<file path="config.mk">
export PLATFORM = sky130hd
export DESIGN_NAME = hblank_sense_probe
export DESIGN_NICKNAME = d
export VERILOG_FILES = /design/src/rtl/hbs_pkg.sv /design/src/rtl/hbs_sync.sv /design/src/rtl/hbs_interval.sv /design/src/rtl/hblank_sense_probe.sv
export SDC_FILE = /design/constraint.sdc
export NUM_CORES = 1
export LEC_CHECK = 0
export BUFFER_PORTS_ARGS = -buffer_cell sky130_fd_sc_hd__buf_4
export CAP_MARGIN = 20
export CELL_PAD_IN_SITES_DETAIL_PLACEMENT = 1
export CELL_PAD_IN_SITES_GLOBAL_PLACEMENT = 1
export CORE_MARGIN = 3
export CORE_UTILIZATION = 40
export DETAILED_ROUTE_END_ITERATION = 8
export MAX_ROUTING_LAYER = met4
export PLACE_DENSITY_LB_ADDON = 0.12
export SYNTH_ARGS = -nofsm -noshare
export SYNTH_HDL_FRONTEND = slang
export SYNTH_HIERARCHICAL = 1
export SYNTH_SLANG_ARGS = --single-unit
</file>
<file path="constraint.sdc">
create_clock -name clk -period 5.91 [get_ports clk]
set_input_delay 0.2955 -clock clk [delete_from_list [all_inputs] [get_ports clk]]
set_output_delay 0.2955 -clock clk [all_outputs]
set_load 0.03 [all_outputs]
</file>
<file path="src/rtl/hbs_pkg.sv">
package hbs_pkg;

   typedef enum logic [2:0] {
      HBS_IDLE,
      HBS_SEEK_ACTIVE,
      HBS_SEEK_BLANK,
      HBS_SEEK_EXIT,
      HBS_SETTLE,
      HBS_GAP,
      HBS_CONFIRM
   } hbs_state_t;

endpackage

</file>
<file path="src/rtl/hbs_sync.sv">
module hbs_sync #(
   parameter int STAGES = 2,
   parameter int W      = 2
) (
   input  logic         clk,
   input  logic         rst_n,
   input  logic [W-1:0] d_i,
   output logic [W-1:0] q_o
);

   if (STAGES < 0) begin : g_bad_stages
      $error("hbs_sync: STAGES must not be negative");
   end

   if (STAGES == 0) begin : g_bypass
      assign q_o = d_i;
   end else begin : g_chain
      logic [W-1:0] pipe_q [STAGES];

      always_ff @(posedge clk or negedge rst_n) begin
         if (!rst_n) begin
            for (int i = 0; i < STAGES; i++) pipe_q[i] <= '0;
         end else begin
            pipe_q[0] <= d_i;
            for (int i = 1; i < STAGES; i++) pipe_q[i] <= pipe_q[i-1];
         end
      end

      assign q_o = pipe_q[STAGES-1];
   end

endmodule

</file>
<file path="src/rtl/hbs_interval.sv">
module hbs_interval #(
   parameter int W = 8
) (
   input  logic         clk,
   input  logic         rst_n,
   input  logic         clear_i,
   input  logic [W-1:0] limit_i,
   output logic         hit_o
);

   logic [W-1:0] cnt_q;

   always_ff @(posedge clk or negedge rst_n) begin
      if (!rst_n)       cnt_q <= '0;
      else if (clear_i) cnt_q <= '0;
      else              cnt_q <= cnt_q + W'(1);
   end

   // The interval ends in the cycle where limit_i cycles have elapsed since clear
   assign hit_o = (cnt_q == (limit_i - W'(1)));

endmodule

</file>
<file path="src/rtl/hblank_sense_probe.sv">
module hblank_sense_probe
   import hbs_pkg::*;
#(
   parameter int TIMEOUT_CYC = 1000000,
   parameter int SETTLE_CYC  = 10000,
   parameter int SAMPLE_CYC  = 10000,
   parameter int MAX_OSC     = 20,
   parameter int SYNC_STAGES = 2
) (
   input  logic       clk,
   input  logic       rst_n,
   input  logic       start_i,
   input  logic       hblank_i,
   input  logic       sense_i,
   output logic       busy_o,
   output logic       done_o,
   output logic       timeout_o,
   output logic [1:0] result_o
);

   localparam int LONG_A  = (TIMEOUT_CYC > SETTLE_CYC) ? TIMEOUT_CYC : SETTLE_CYC;
   localparam int LONGEST = (LONG_A > SAMPLE_CYC) ? LONG_A : SAMPLE_CYC;
   localparam int CNT_W   = $clog2(LONGEST + 1);
   localparam int OSC_W   = $clog2(MAX_OSC + 1);

   if (TIMEOUT_CYC < 1) begin : g_bad_timeout
      $error("hblank_sense_probe: TIMEOUT_CYC must be at least 1");
   end
   if (SETTLE_CYC < 1) begin : g_bad_settle
      $error("hblank_sense_probe: SETTLE_CYC must be at least 1");
   end
   if (SAMPLE_CYC < 2) begin : g_bad_sample
      $error("hblank_sense_probe: SAMPLE_CYC must be at least 2");
   end
   if (MAX_OSC < 1) begin : g_bad_osc
      $error("hblank_sense_probe: MAX_OSC must be at least 1");
   end

   // ---------------- input conditioning ----------------
   logic [1:0] raw_in, synced;
   logic       hb, sn;

   assign raw_in = {hblank_i, sense_i};

   hbs_sync #(.STAGES(SYNC_STAGES), .W(2)) u_sync (
      .clk   (clk),
      .rst_n (rst_n),
      .d_i   (raw_in),
      .q_o   (synced)
   );

   assign hb = synced[1];
   assign sn = synced[0];

   // ---------------- state ----------------
   hbs_state_t       st_q, st_nxt;
   logic             idx_q;
   logic             ref_q, cand_q, rd0_q;
   logic [OSC_W-1:0] osc_q;
   logic             done_q, tmo_q;
   logic [1:0]       res_q;

   logic             tmr_hit, tmr_clear;
   logic [CNT_W-1:0] tmr_limit;
   logic             abort, fin_rd, rd_val;

   always_comb begin
      unique case (st_q)
         HBS_SEEK_ACTIVE,
         HBS_SEEK_BLANK,
         HBS_SEEK_EXIT: tmr_limit = CNT_W'(TIMEOUT_CYC);
         HBS_SETTLE:    tmr_limit = CNT_W'(SETTLE_CYC);
         HBS_GAP:       tmr_limit = CNT_W'(SAMPLE_CYC);
         default:       tmr_limit = CNT_W'(1);
      endcase
   end

   hbs_interval #(.W(CNT_W)) u_tmr (
      .clk     (clk),
      .rst_n   (rst_n),
      .clear_i (tmr_clear),
      .limit_i (tmr_limit),
      .hit_o   (tmr_hit)
   );

   // ---------------- sequencing ----------------
   always_comb begin
      st_nxt = st_q;
      abort  = 1'b0;
      fin_rd = 1'b0;
      rd_val = ref_q;
      unique case (st_q)
         HBS_IDLE: begin
            if (start_i) st_nxt = HBS_SEEK_ACTIVE;
         end
         HBS_SEEK_ACTIVE: begin
            if (!hb)          st_nxt = HBS_SEEK_BLANK;
            else if (tmr_hit) abort  = 1'b1;
         end
         HBS_SEEK_BLANK: begin
            if (hb)           st_nxt = HBS_SEEK_EXIT;
            else if (tmr_hit) abort  = 1'b1;
         end
         HBS_SEEK_EXIT: begin
            if (!hb)          st_nxt = HBS_SETTLE;
            else if (tmr_hit) abort  = 1'b1;
         end
         HBS_SETTLE: begin
            if (tmr_hit) st_nxt = HBS_GAP;
         end
         HBS_GAP: begin
            if (tmr_hit) begin
               if (sn == ref_q) begin
                  fin_rd = 1'b1;
                  rd_val = ref_q;
               end else begin
                  st_nxt = HBS_CONFIRM;
               end
            end
         end
         HBS_CONFIRM: begin
            if (osc_q == OSC_W'(MAX_OSC - 1)) begin
               fin_rd = 1'b1;
               rd_val = 1'b0;
            end else begin
               st_nxt = HBS_GAP;
            end
         end
         default: st_nxt = HBS_IDLE;
      endcase
      if (abort)  st_nxt = HBS_IDLE;
      if (fin_rd) st_nxt = idx_q ? HBS_IDLE : HBS_SEEK_ACTIVE;
   end

   // The confirm cycle keeps the interval running so comparison samples stay on a fixed grid
   assign tmr_clear = (st_nxt != st_q) && !((st_q == HBS_CONFIRM) && (st_nxt == HBS_GAP));

   always_ff @(posedge clk or negedge rst_n) begin
      if (!rst_n) begin
         st_q   <= HBS_IDLE;
         idx_q  <= 1'b0;
         ref_q  <= 1'b0;
         cand_q <= 1'b0;
         rd0_q  <= 1'b0;
         osc_q  <= '0;
         done_q <= 1'b0;
         tmo_q  <= 1'b0;
         res_q  <= 2'b00;
      end else begin
         st_q   <= st_nxt;
         done_q <= 1'b0;
         if ((st_q == HBS_IDLE) && start_i) begin
            tmo_q <= 1'b0;
            res_q <= 2'b00;
            idx_q <= 1'b0;
         end
         if (abort) begin
            tmo_q  <= 1'b1;
            done_q <= 1'b1;
         end
         if ((st_q == HBS_SETTLE) && tmr_hit) begin
            ref_q <= sn;
            osc_q <= '0;
         end
         if ((st_q == HBS_GAP) && tmr_hit) cand_q <= sn;
         if (st_q == HBS_CONFIRM) begin
            if (sn == cand_q) ref_q <= cand_q;
            osc_q <= osc_q + OSC_W'(1);
         end
         if (fin_rd) begin
            if (!idx_q) begin
               rd0_q <= rd_val;
               idx_q <= 1'b1;
            end else begin
               res_q  <= {rd_val, rd0_q};
               done_q <= 1'b1;
            end
         end
      end
   end

   assign busy_o    = (st_q != HBS_IDLE);
   assign done_o    = done_q;
   assign timeout_o = tmo_q;
   assign result_o  = res_q;

endmodule

</file>
==> metrics <==
status=finished clean; worst r2r dst=u_tmr/cnt_q[12]$_DFF_PN0_; worst path cell trace=nor2_1 > nor2_1 > or2_1 > inv_1 > inv_1 > ha_1 > nor2b_1 > nand2_4 > or4_1 > a211o_1 > o2bb2ai_1 > nor4_2 > nor4b_1 > a211o_1 > a2111oi_4 > a21oi_2 > o22ai_2 > nor2_1; area leader, netlist=dfrtp_1; Slew Limit Fails=0; CTS Buf Count=5; r2r worst-path depth=18; share of flip-flops with an asynchronous set or reset=100%; IO Count=10; Hold Fails Final Rpt=0; Tightest Hold Check Type=input pin to flop; flop-to-flop setup slack=500 ps; Warnings, synthesis=6; # resized after CTS=0; vias per cell=5.29; CP endpoint kind=flop; Post-synth top cells=dfrtp_1 (40), nor2_1 (33), xor2_1 (24); pin count of the biggest net entering global routing=41; Tot GR Track Use=18.2%; DRT Wirelength=6190 microns; hold depth=1; core area=0.00646 sq mm; Worst Path Arrival=5540 ps; ys flop type=dfrtp_1; Setup Viol. Count Final=0; CP Launch Type=flop; Area Growth Syn to Fin=12.1%; Fmax achieved=0.185 GHz; EDFF count, synth=0; Residual DRC=0; mapped cell area=0.00270 sq mm; worst hold endpoint=u_sync/g_chain.pipe_q[3]$_DFF_PN0_; Seq/Total Area, Yosys=37.1%; Max VDD drop=0.000150 V; Tcrit/Tclk final=91.5%; final antenna-violating net count=0; 1st-iter DRT viols=90; CP startpoint=st_q[1]$_DFF_PN0_; Top Family by Delay on Critical Path=simple AND/OR/NAND/NOR gates; vias in the first global route=2211; 1st-pass router iterations=4; unrepaired setup endpoints after global routing=no; total grt overflow=0; WL/cell=15.1 microns; worst skew pair latency=300 ps; PD cells=369 mW/mm^2; filler cell count=797; std cell rows=29; PortBufs=9; placed cell area=0.00290 sq mm; Max Fanout on Critical Path=20; top cell type's share of synthesized area=37.1%; routability-driven placement congestion ratio=0.813; global-route wire length before repair=10800 microns; share of cells above drive strength 1=10.5%; post-DP HPWL=4620 microns; Slew @ Worst Pin=839 ps; # Max-Cap Violations=0; cell with the most instances after synthesis=dfrtp_1; Hold Path Origin=hblank_i; WHS=99.4 ps; maximum clock path buffer count=2; vias=2165; reg-to-reg startpoint=st_q[1]$_DFF_PN0_; slowest cell on the critical path=o22ai_2; Rel. slew slack=44.1%; CTS tree=yes; most frequent CP cell=nor2_1; Pleak=1.30 nW; CTS sink cnt=40; CP max stage delay=630 ps; CP required=6050 ps; syn avg cell area=9.03 sq um; Clock Skew=10.7 ps; Crit Path Category=flop to flop; ant diodes=0; Yosys reg bits=40; clk root buf=clkbuf_8; die area=0.00777 sq mm; NumNets Final=339; die height=88.2 microns; number of antenna violations at the first check in global routing=0; Initial Utilization=41.8%; setup tns final=0 ps; post-layout instance area=0.00303 sq mm; Post-Syn Instances=299; CP bufs+invs=2; DIE WIDTH=88.2 microns; H-tree levels=2; top cells by area, synth=dfrtp_1 (37%), xor2_1 (7.8%), xnor2_1 (5.8%); clock transition at the registers of the reported paths=90 ps; fin crit period=5410 ps; distinct cell type count of the synthesized netlist=64
-- worst max-delay path by stage --
stage                           endpoint  slack (ps)  cells after the start
5_1_grt        u_tmr/cnt_q[15]$_DFF_PN0_          20                     18
3_3_place_gp   u_tmr/cnt_q[12]$_DFF_PN0_         640                     18
4_1_cts        u_tmr/cnt_q[12]$_DFF_PN0_         440                     18
2_1_floorplan  u_tmr/cnt_q[10]$_DFF_PN0_         910                     21
3_5_place_dp   u_tmr/cnt_q[12]$_DFF_PN0_         480                     18
6_report       u_tmr/cnt_q[12]$_DFF_PN0_         500                     18
-- where the power goes --
part | switching (mW) | leakage (nW) | internal [mW] | total (mW)
logic | 0.322 | 0.710 | 0.197 | 0.519
clock network | 0.106 | 0.0548 | 0.127 | 0.234
registers | 0.0562 | 0.532 | 0.310 | 0.366
-- logic make-up (layout without fill, tap and decap cells) --
group	Yosys count	after routing	synth area share [%]
AOI/OAI and AO/OA	50	50	13.4
and+or+nand+nor	130	130	26.7
muxes	5	5	1.99
buffers and inverters	26	34	4.68
DFF	40	40	37.1
adders and majority gates	4	4	1.76
other	1	26	0.139
xor gates and xnor gates	43	43	14.2
-- placed cells by master (no fill, tap or decap), types with 7 or more instances in the layout --
master | synthesis | final
dfrtp_1 | 40 | 40
nor2_1 | 33 | 33
conb_1 | 1 | 26
xor2_1 | 24 | 24
nand2_1 | 18 | 18
xnor2_1 | 18 | 18
nand3_1 | 17 | 17
inv_1 | 12 | 12
buf_4 | 3 | 12
o21ai_0 | 10 | 10
nand4_1 | 8 | 8
a21oi_1 | 7 | 7
nor3_1 | 7 | 7
-- what timing repair did --
item                                   4_1_cts  5_1_grt
setup buffers                                0        0
hold buffers                                 1        0
endpoints found under the hold margin       24        0
-- final cells by class --
class | instances | area (sq um) | share of cell area, %
Clock inverter | 3 | 46.3 | 1.53
Sequential cell | 40 | 1000 | 33.1
Clock buffer | 5 | 68.8 | 2.27
Multi-Input combinational cell | 258 | 1670 | 55.0
Timing Repair Buffer | 13 | 100 | 3.31
Inverter | 13 | 48.8 | 1.61
Tap cell | 77 | 96.3 | 3.18
-- sequential cells by signal, indices dropped and copies added (netlist names) --
name,flops
rd0_q,1
done_o,1
st_q,3
osc_q,5
idx_q,1
cand_q,1
u_tmr/cnt_q,20
result_o,2
u_sync/q_o,2
ref_q,1
u_sync/g_chain.pipe_q,2
timeout_o,1
-- metrics by stage --
step | std cells | setup WS [ps] | power, mW | utilization (%)
3_5_place_dp | 400 | 485 | 0.892 | 44.9
5_1_grt | 409 | 17.8 | 1.21 | 46.9
2_1_floorplan | 324 | 911 | 0.770 | -
3_3_place_gp | 400 | 640 | 0.879 | 44.9
6_report | 409 | 504 | 1.12 | 46.9
4_1_cts | 409 | 442 | 1.13 | 46.9
-- routing by layer --
layer,track usage (%),routed length (microns)
met1,26.4,3230
met3,2.82,169
met5,-,0
met4,3.98,31
met2,26.8,2760
(Power assumes the default switching activity.)
